[src/rtl/fsup_pkg.sv]
package fsup_pkg;

    typedef enum logic [2:0] {
        ST_OFF     = 3'd0,
        ST_IDLE    = 3'd1,
        ST_RUN     = 3'd2,
        ST_HOT     = 3'd3,
        ST_LOCK_OC = 3'd4,
        ST_LOCK_OV = 3'd5,
        ST_LOCK_UV = 3'd6
    } fsup_state_e;

    typedef enum logic [1:0] {
        PG_RELEASE = 2'b00,
        PG_WEAK    = 2'b01,
        PG_MID     = 2'b10,
        PG_STRONG  = 2'b11
    } pg_code_e;

    localparam int unsigned N_QUAL  = 2;
    localparam int unsigned QUAL_OC = 0;
    localparam int unsigned QUAL_SC = 1;

endpackage

[src/rtl/fsup_qualifier.sv]
module fsup_qualifier #(
    parameter int unsigned WIN_TICKS = 100
) (
    input  logic clk,
    input  logic rst_n,
    input  logic clr,
    input  logic stb,
    input  logic flag,
    output logic trip
);

    localparam int unsigned CW = $clog2(WIN_TICKS + 1);
    localparam logic [CW-1:0] CNT_END = CW'(WIN_TICKS);

    logic          armed;
    logic [CW-1:0] cnt;

    // a strobed low sample or a clear disarms; the first strobed high sample arms
    always_ff @(posedge clk or negedge rst_n) begin
        if (!rst_n) begin
            armed <= 1'b0;
            cnt   <= '0;
        end else if (clr || (stb && !flag)) begin
            armed <= 1'b0;
            cnt   <= '0;
        end else if (stb && flag && !armed) begin
            armed <= 1'b1;
            cnt   <= '0;
        end else if (armed && (cnt != CNT_END)) begin
            cnt <= cnt + 1'b1;
        end
    end

    assign trip = armed && (cnt == CNT_END);

endmodule

[src/rtl/fsup_ov_clamp.sv]
module fsup_ov_clamp (
    input  logic clk,
    input  logic rst_n,
    input  logic active,
    input  logic over_hi,
    input  logic over_lo,
    output logic ls_on
);

    // hysteretic low-side control while the overvoltage latch holds
    always_ff @(posedge clk or negedge rst_n) begin
        if (!rst_n) begin
            ls_on <= 1'b0;
        end else if (!active) begin
            ls_on <= 1'b0;
        end else if (over_hi) begin
            ls_on <= 1'b1;
        end else if (!over_lo) begin
            ls_on <= 1'b0;
        end
    end

endmodule

[src/rtl/fsup_out_decode.sv]
module fsup_out_decode
    import fsup_pkg::*;
(
    input  fsup_state_e st,
    input  logic        clamp_on,
    output logic        latch_off,
    output logic        hs_force_low,
    output logic        ls_force_low,
    output logic        ls_force_on,
    output logic [1:0]  pg_code,
    output logic        pg_undef
);

    always_comb begin
        latch_off    = 1'b0;
        hs_force_low = 1'b1;
        pg_undef     = 1'b0;
        pg_code      = PG_RELEASE;
        unique case (st)
            ST_OFF:     pg_undef = 1'b1;
            ST_IDLE:    pg_code = PG_WEAK;
            ST_RUN:     hs_force_low = 1'b0;
            ST_HOT:     pg_code = PG_RELEASE;
            ST_LOCK_OC: begin latch_off = 1'b1; pg_code = PG_STRONG; end
            ST_LOCK_OV: begin latch_off = 1'b1; pg_code = PG_MID;    end
            ST_LOCK_UV: begin latch_off = 1'b1; pg_code = PG_WEAK;   end
            default:    pg_undef = 1'b1;
        endcase
        ls_force_on  = clamp_on && (st == ST_LOCK_OV);
        ls_force_low = hs_force_low && !ls_force_on;
    end

endmodule

[src/rtl/fault_supervisor.sv]
module fault_supervisor
    import fsup_pkg::*;
#(
    parameter int unsigned CLK_HZ = 125_000_000
) (
    input  logic       clk,
    input  logic       rst_n,
    input  logic       supply_ok,
    input  logic       en,
    input  logic       cur_stb,
    input  logic       oc_flag,
    input  logic       sc_flag,
    input  logic       fb_over_hi,
    input  logic       fb_over_lo,
    input  logic       fb_under,
    input  logic       temp_hot,
    input  logic       temp_cool,
    output logic       latch_off,
    output logic       hs_force_low,
    output logic       ls_force_low,
    output logic       ls_force_on,
    output logic [1:0] pg_code,
    output logic       pg_undef
);

    localparam int unsigned OC_TICKS = (CLK_HZ / 50_000 > 1) ? CLK_HZ / 50_000 : 2;
    localparam int unsigned SC_TICKS = OC_TICKS / 2;

    fsup_state_e          state, nxt;
    logic [N_QUAL-1:0]    q_flag, q_trip;
    logic                 q_clr;
    logic                 clamp_on;

    assign q_flag = {sc_flag, oc_flag};
    assign q_clr  = !((state == ST_RUN) || (state == ST_HOT));

    for (genvar g = 0; g < N_QUAL; g++) begin : g_qual
        localparam int unsigned WIN = (g == QUAL_OC) ? OC_TICKS : SC_TICKS;
        fsup_qualifier #(.WIN_TICKS(WIN)) u_qual (
            .clk  (clk),
            .rst_n(rst_n),
            .clr  (q_clr),
            .stb  (cur_stb),
            .flag (q_flag[g]),
            .trip (q_trip[g])
        );
    end

    // state register
    always_ff @(posedge clk or negedge rst_n) begin
        if (!rst_n) state <= ST_OFF;
        else        state <= nxt;
    end

    // next state: supply loss dominates, then per-state rules
    always_comb begin
        nxt = state;
        if (!supply_ok) begin
            nxt = ST_OFF;
        end else begin
            unique case (state)
                ST_OFF:  nxt = ST_IDLE;
                ST_IDLE: nxt = en ? ST_RUN : ST_IDLE;
                ST_RUN, ST_HOT: begin
                    if (!en)                                nxt = ST_IDLE;
                    else if (|q_trip)                       nxt = ST_LOCK_OC;
                    else if (fb_over_hi)                    nxt = ST_LOCK_OV;
                    else if (fb_under)                      nxt = ST_LOCK_UV;
                    else if ((state == ST_RUN) && temp_hot) nxt = ST_HOT;
                    else if ((state == ST_HOT) && temp_cool) nxt = ST_RUN;
                end
                ST_LOCK_OC, ST_LOCK_UV: nxt = en ? state : ST_IDLE;
                ST_LOCK_OV: nxt = ST_LOCK_OV;
                default:    nxt = ST_OFF;
            endcase
        end
    end

    fsup_ov_clamp u_clamp (
        .clk    (clk),
        .rst_n  (rst_n),
        .active (state == ST_LOCK_OV),
        .over_hi(fb_over_hi),
        .over_lo(fb_over_lo),
        .ls_on  (clamp_on)
    );

    fsup_out_decode u_dec (
        .st          (state),
        .clamp_on    (clamp_on),
        .latch_off   (latch_off),
        .hs_force_low(hs_force_low),
        .ls_force_low(ls_force_low),
        .ls_force_on (ls_force_on),
        .pg_code     (pg_code),
        .pg_undef    (pg_undef)
    );

endmodule

[config.mk]
export PLATFORM = sky130hd
export DESIGN_NAME = fault_supervisor
export DESIGN_NICKNAME = d
export VERILOG_FILES = /design/src/rtl/fsup_pkg.sv /design/src/rtl/fsup_qualifier.sv /design/src/rtl/fsup_ov_clamp.sv /design/src/rtl/fsup_out_decode.sv /design/src/rtl/fault_supervisor.sv
export SDC_FILE = /design/constraint.sdc
export NUM_CORES = 1
export LEC_CHECK = 0
export BUFFER_PORTS_ARGS = -buffer_cell sky130_fd_sc_hd__buf_2
export CAP_MARGIN = 25
export CORE_AREA = 8 8 78 80
export DETAILED_ROUTE_END_ITERATION = 7
export DIE_AREA = 0 0 86 88
export GPL_ROUTABILITY_DRIVEN = 0
export GPL_TIMING_DRIVEN = 0
export PLACE_DENSITY = 0.59
export SYNTH_ARGS = -nofsm -noshare
export SYNTH_HDL_FRONTEND = slang
export SYNTH_HIERARCHICAL = 1
export SYNTH_SLANG_ARGS = --single-unit
[constraint.sdc]
create_clock -name clk -period 2.55 [get_ports clk]
set_clock_uncertainty 0.15 [all_clocks]
set_input_delay 0.1275 -clock clk [delete_from_list [all_inputs] [get_ports clk]]
set_output_delay 0.1275 -clock clk [all_outputs]
set_load 0.05 [all_outputs]
==> results.json <==
{
  "switching_share": 0.265,
  "cts.htree.levels": 2,
  "pwr-share-seq": 0.492,
  "rsz0062_at_grt": "no",
  "ys_warn_count": 6,
  "fp-row-count": 26,
  "routed_via_density": 5.35,
  "post-route-period-util": 0.925,
  "synth_nets": 217,
  "drv_slew": 0,
  "clockBufferDepth": 2,
  "initial_core_util": 0.386,
  "path_class": "register to register",
  "ys.flop_type": "dfrtp_1",
  "yosysSeqAreaShare": 0.383,
  "postCtsSetupBuffers": 0,
  "antenna_found_initial": 0,
  "numClockSinks": 29,
  "synthCells": 201,
  "wl_met3_microns": 194,
  "slowest_stage": "dfrtp_1",
  "drv_cap": 0,
  "ios": 19,
  "portBuffers": 18,
  "drive_gt1_frac": 0.184,
  "root_buffer": "clkbuf_8",
  "vias": 1625,
  "path_max_fanout": 5,
  "setup_viol": 0,
  "area_growth_pct": 17.6,
  "fmax_mhz": 424,
  "hp-class": "input port to register",
  "min_period_ns": 2.36,
  "powerDensity_nw_per_um2": 429,
  "avgSynthCellArea_sq_um": 9.42,
  "ys_ff_latch": 29,
  "grt_start_max_net_pins": 30,
  "core-area_sq_um": 4910,
  "p_sw_uw": 254,
  "worstMarginPinSlew_ns": 0.657,
  "hold_violations": 0,
  "grt_pass1_vias": 1609,
  "dp_hpwl_mm": 2.99,
  "worstPathRequired_ns": 2.57,
  "clkSlewWorstSetupHoldPaths_ns": 0.06,
  "drt_iter0_markers": 36,
  "combPwrFrac": 0.125,
  "met1_length_mm": 1.99,
  "outcome": "finished, final reports clean",
  "setup_tns_ns": 0,
  "num_antenna_cells": 0,
  "grt_pass1_wl_mm": 7.43,
  "synthArstFlopShare": 1.00,
  "wirelength_mm": 4.15,
  "synth_area_sq_um": 1890,
  "grt-ovfl-total": 0,
  "ant_nets": 0,
  "grt_util_all_layers": 0.123,
  "path_cells": "inv_1 > ha_1 > and4b_1 > nand3_1 > nor2_1 > nor4_2 > o211ai_1 > a21oi_1 > mux2_2",
  "highest_layer": "met4",
  "final_util": 0.454,
  "synth-edff-count": 0,
  "cts_tree": "built",
  "clkPwrFrac": 0.383,
  "internal_power_uw": 702,
  "drt-pass1-iter-count": 4,
  "startpoint_type": "register",
  "die_area_sq_um": 7570,
  "clkLatencyLatePin_ns": 0.29,
  "critical-path-max-stage-delay_ns": 0.44,
  "cp-end-kind": "register",
  "crit_arrival_ns": 2.38,
  "irDropWorstVdd_mv": 0.330,
  "synth.distinct_cells": 49,
  "leakagePower_uw": 0.000853,
  "die_w_microns": 86,
  "slew_headroom": 0.562,
  "route.detailed.drc": 0,
  "wl_per_cell_microns": 13.6,
  "layout.nets": 249,
  "cts_buffers": 5,
  "wl_met2_mm": 1.90,
  "die_y_microns": 88
}
## critical path: cells and delay by family, from the launching register on
family | cells | cell delay [ns]
buffers and inverters | 1 | 0.09
AND/OR/NAND/NOR | 4 | 0.68
AO/OA/AOI/OAI | 2 | 0.33
adder cells (fa/ha/maj) | 1 | 0.20
flip-flops | 1 | 0.44
multiplexers | 1 | 0.35
## cells in the mapped netlist (3+ instances only)
| cell | count | area, sq um |
|---|---|---|
| nand2b_1 | 4 | 25.0 |
| or3_1 | 5 | 31.3 |
| o31ai_1 | 6 | 45.0 |
| or4_1 | 4 | 30.0 |
| inv_1 | 14 | 52.6 |
| mux2i_1 | 13 | 130 |
| nand3_2 | 3 | 30.0 |
| nor4_1 | 6 | 37.5 |
| nor3b_1 | 3 | 22.5 |
| nor3_1 | 3 | 15.0 |
| dfrtp_1 | 29 | 726 |
| clkbuf_1 | 3 | 11.3 |
| a21oi_1 | 11 | 55.1 |
| o21ai_0 | 4 | 20.0 |
| nor2_1 | 11 | 41.3 |
| nand4_1 | 5 | 31.3 |
| ha_1 | 4 | 50.1 |
| nand2_1 | 13 | 48.8 |
| nand3b_1 | 7 | 52.6 |
| nand3_1 | 16 | 80.1 |
## worst paths after layout
| check | startpoint | endpoint | slack [ns] | cells past startpoint |
|---|---|---|---|---|
| max | g_qual[0].u_qual/cnt[0]$_DFFE_PN0P_ | state[0]$_DFFE_PN0P_ | 0.19 | 9 |
| min in group asynchronous | rst_n | g_qual[0].u_qual/cnt[9]$_DFFE_PN0P_ | 0.26 | 2 |
| min | cur_stb | g_qual[0].u_qual/armed$_DFFE_PN0P_ | 0.07 | 3 |
| max reg2reg | g_qual[0].u_qual/cnt[0]$_DFFE_PN0P_ | state[0]$_DFFE_PN0P_ | 0.19 | 9 |
| max in group asynchronous | rst_n | g_qual[0].u_qual/cnt[5]$_DFFE_PN0P_ | 1.56 | 2 |
| min reg2reg | g_qual[1].u_qual/cnt[9]$_DFFE_PN0P_ | g_qual[1].u_qual/cnt[9]$_DFFE_PN0P_ | 0.43 | 2 |
## per-layer routing
metal,up-vias,track usage
met5,-,0
met4,0,0.0478
met3,7,0.0413
met2,25,0.194
met1,779,0.150
li1,814,-
## sequential cells by signal (all words and copies together), names as in the netlist
register	cells
g_qual.u_qual/cnt	23
state	3
g_qual.u_qual/armed	2
u_clamp/ls_on	1
## placed cells by master (no fill, tap or decap), types with 4 or more instances in the layout
cell	Yosys	routed
a21oi_1	11	11
buf_2	1	19
clkbuf_1	3	6
clkbuf_8	0	5
dfrtp_1	29	29
dlygate4sd3_1	0	7
ha_1	4	4
inv_1	14	14
mux2i_1	13	13
nand2_1	13	13
nand2b_1	4	4
nand3_1	16	16
nand3b_1	7	7
nand4_1	5	5
nor2_1	11	11
nor4_1	6	5
o21ai_0	4	4
o31ai_1	6	6
or3_1	5	5
or4_1	4	4
## cell type report
cell class | instances | area [sq um]
inverter | 14 | 52.6
multi-input combinational | 152 | 1090
sequential | 29 | 726
buffer | 6 | 35.0
clock buffer | 8 | 80.1
tap | 70 | 87.6
fill | 482 | 2680
timing repair buffer | 25 | 160
## power by group through the flow
stage	Combinational [uW]	Sequential (uW)	Clock (uW)
final	119	470	366
after detailed placement	112	479	0
after global routing	132	471	396
after CTS	121	470	375
after floorplan	73.6	477	0
after global placement	112	479	0
## stage by stage
step | cells | setup WS [ns] | power (uW) | area (sq um) | hold WS (ns)
6_report | 304 | 0.191 | 956 | 2230 | 0.0733
4_1_cts | 304 | 0.0803 | 966 | 2220 | 0.0752
5_1_grt | 304 | 0.0395 | 999 | 2230 | 0.117
3_5_place_dp | 289 | 0.0872 | 591 | 2070 | 0.0516
3_3_place_gp | 289 | 0.0996 | 591 | 2070 | 0.0552
2_1_floorplan | 201 | 0.372 | 551 | 1890 | -0.318
## logic make-up (layout without fill, tap and decap cells)
| logic type | Yosys count | count (layout) | share of synthesized area |
|---|---|---|---|
| buffers and inverters | 20 | 53 | 0.0462 |
| multiplexers | 15 | 15 | 0.0806 |
| XOR/XNOR | 3 | 3 | 0.0139 |
| AO/OA/AOI/OAI | 37 | 37 | 0.143 |
| adder cells (fa/ha/maj) | 4 | 4 | 0.0264 |
| flip-flops | 29 | 29 | 0.383 |
| AND/OR/NAND/NOR | 93 | 93 | 0.306 |
## what timing repair did
item	CTS	global route
endpoints found under the setup margin	0	1
resized for setup	0	1
hold buffers	7	0
hold endpoints to repair	34	0
(Power assumes the default switching activity.)
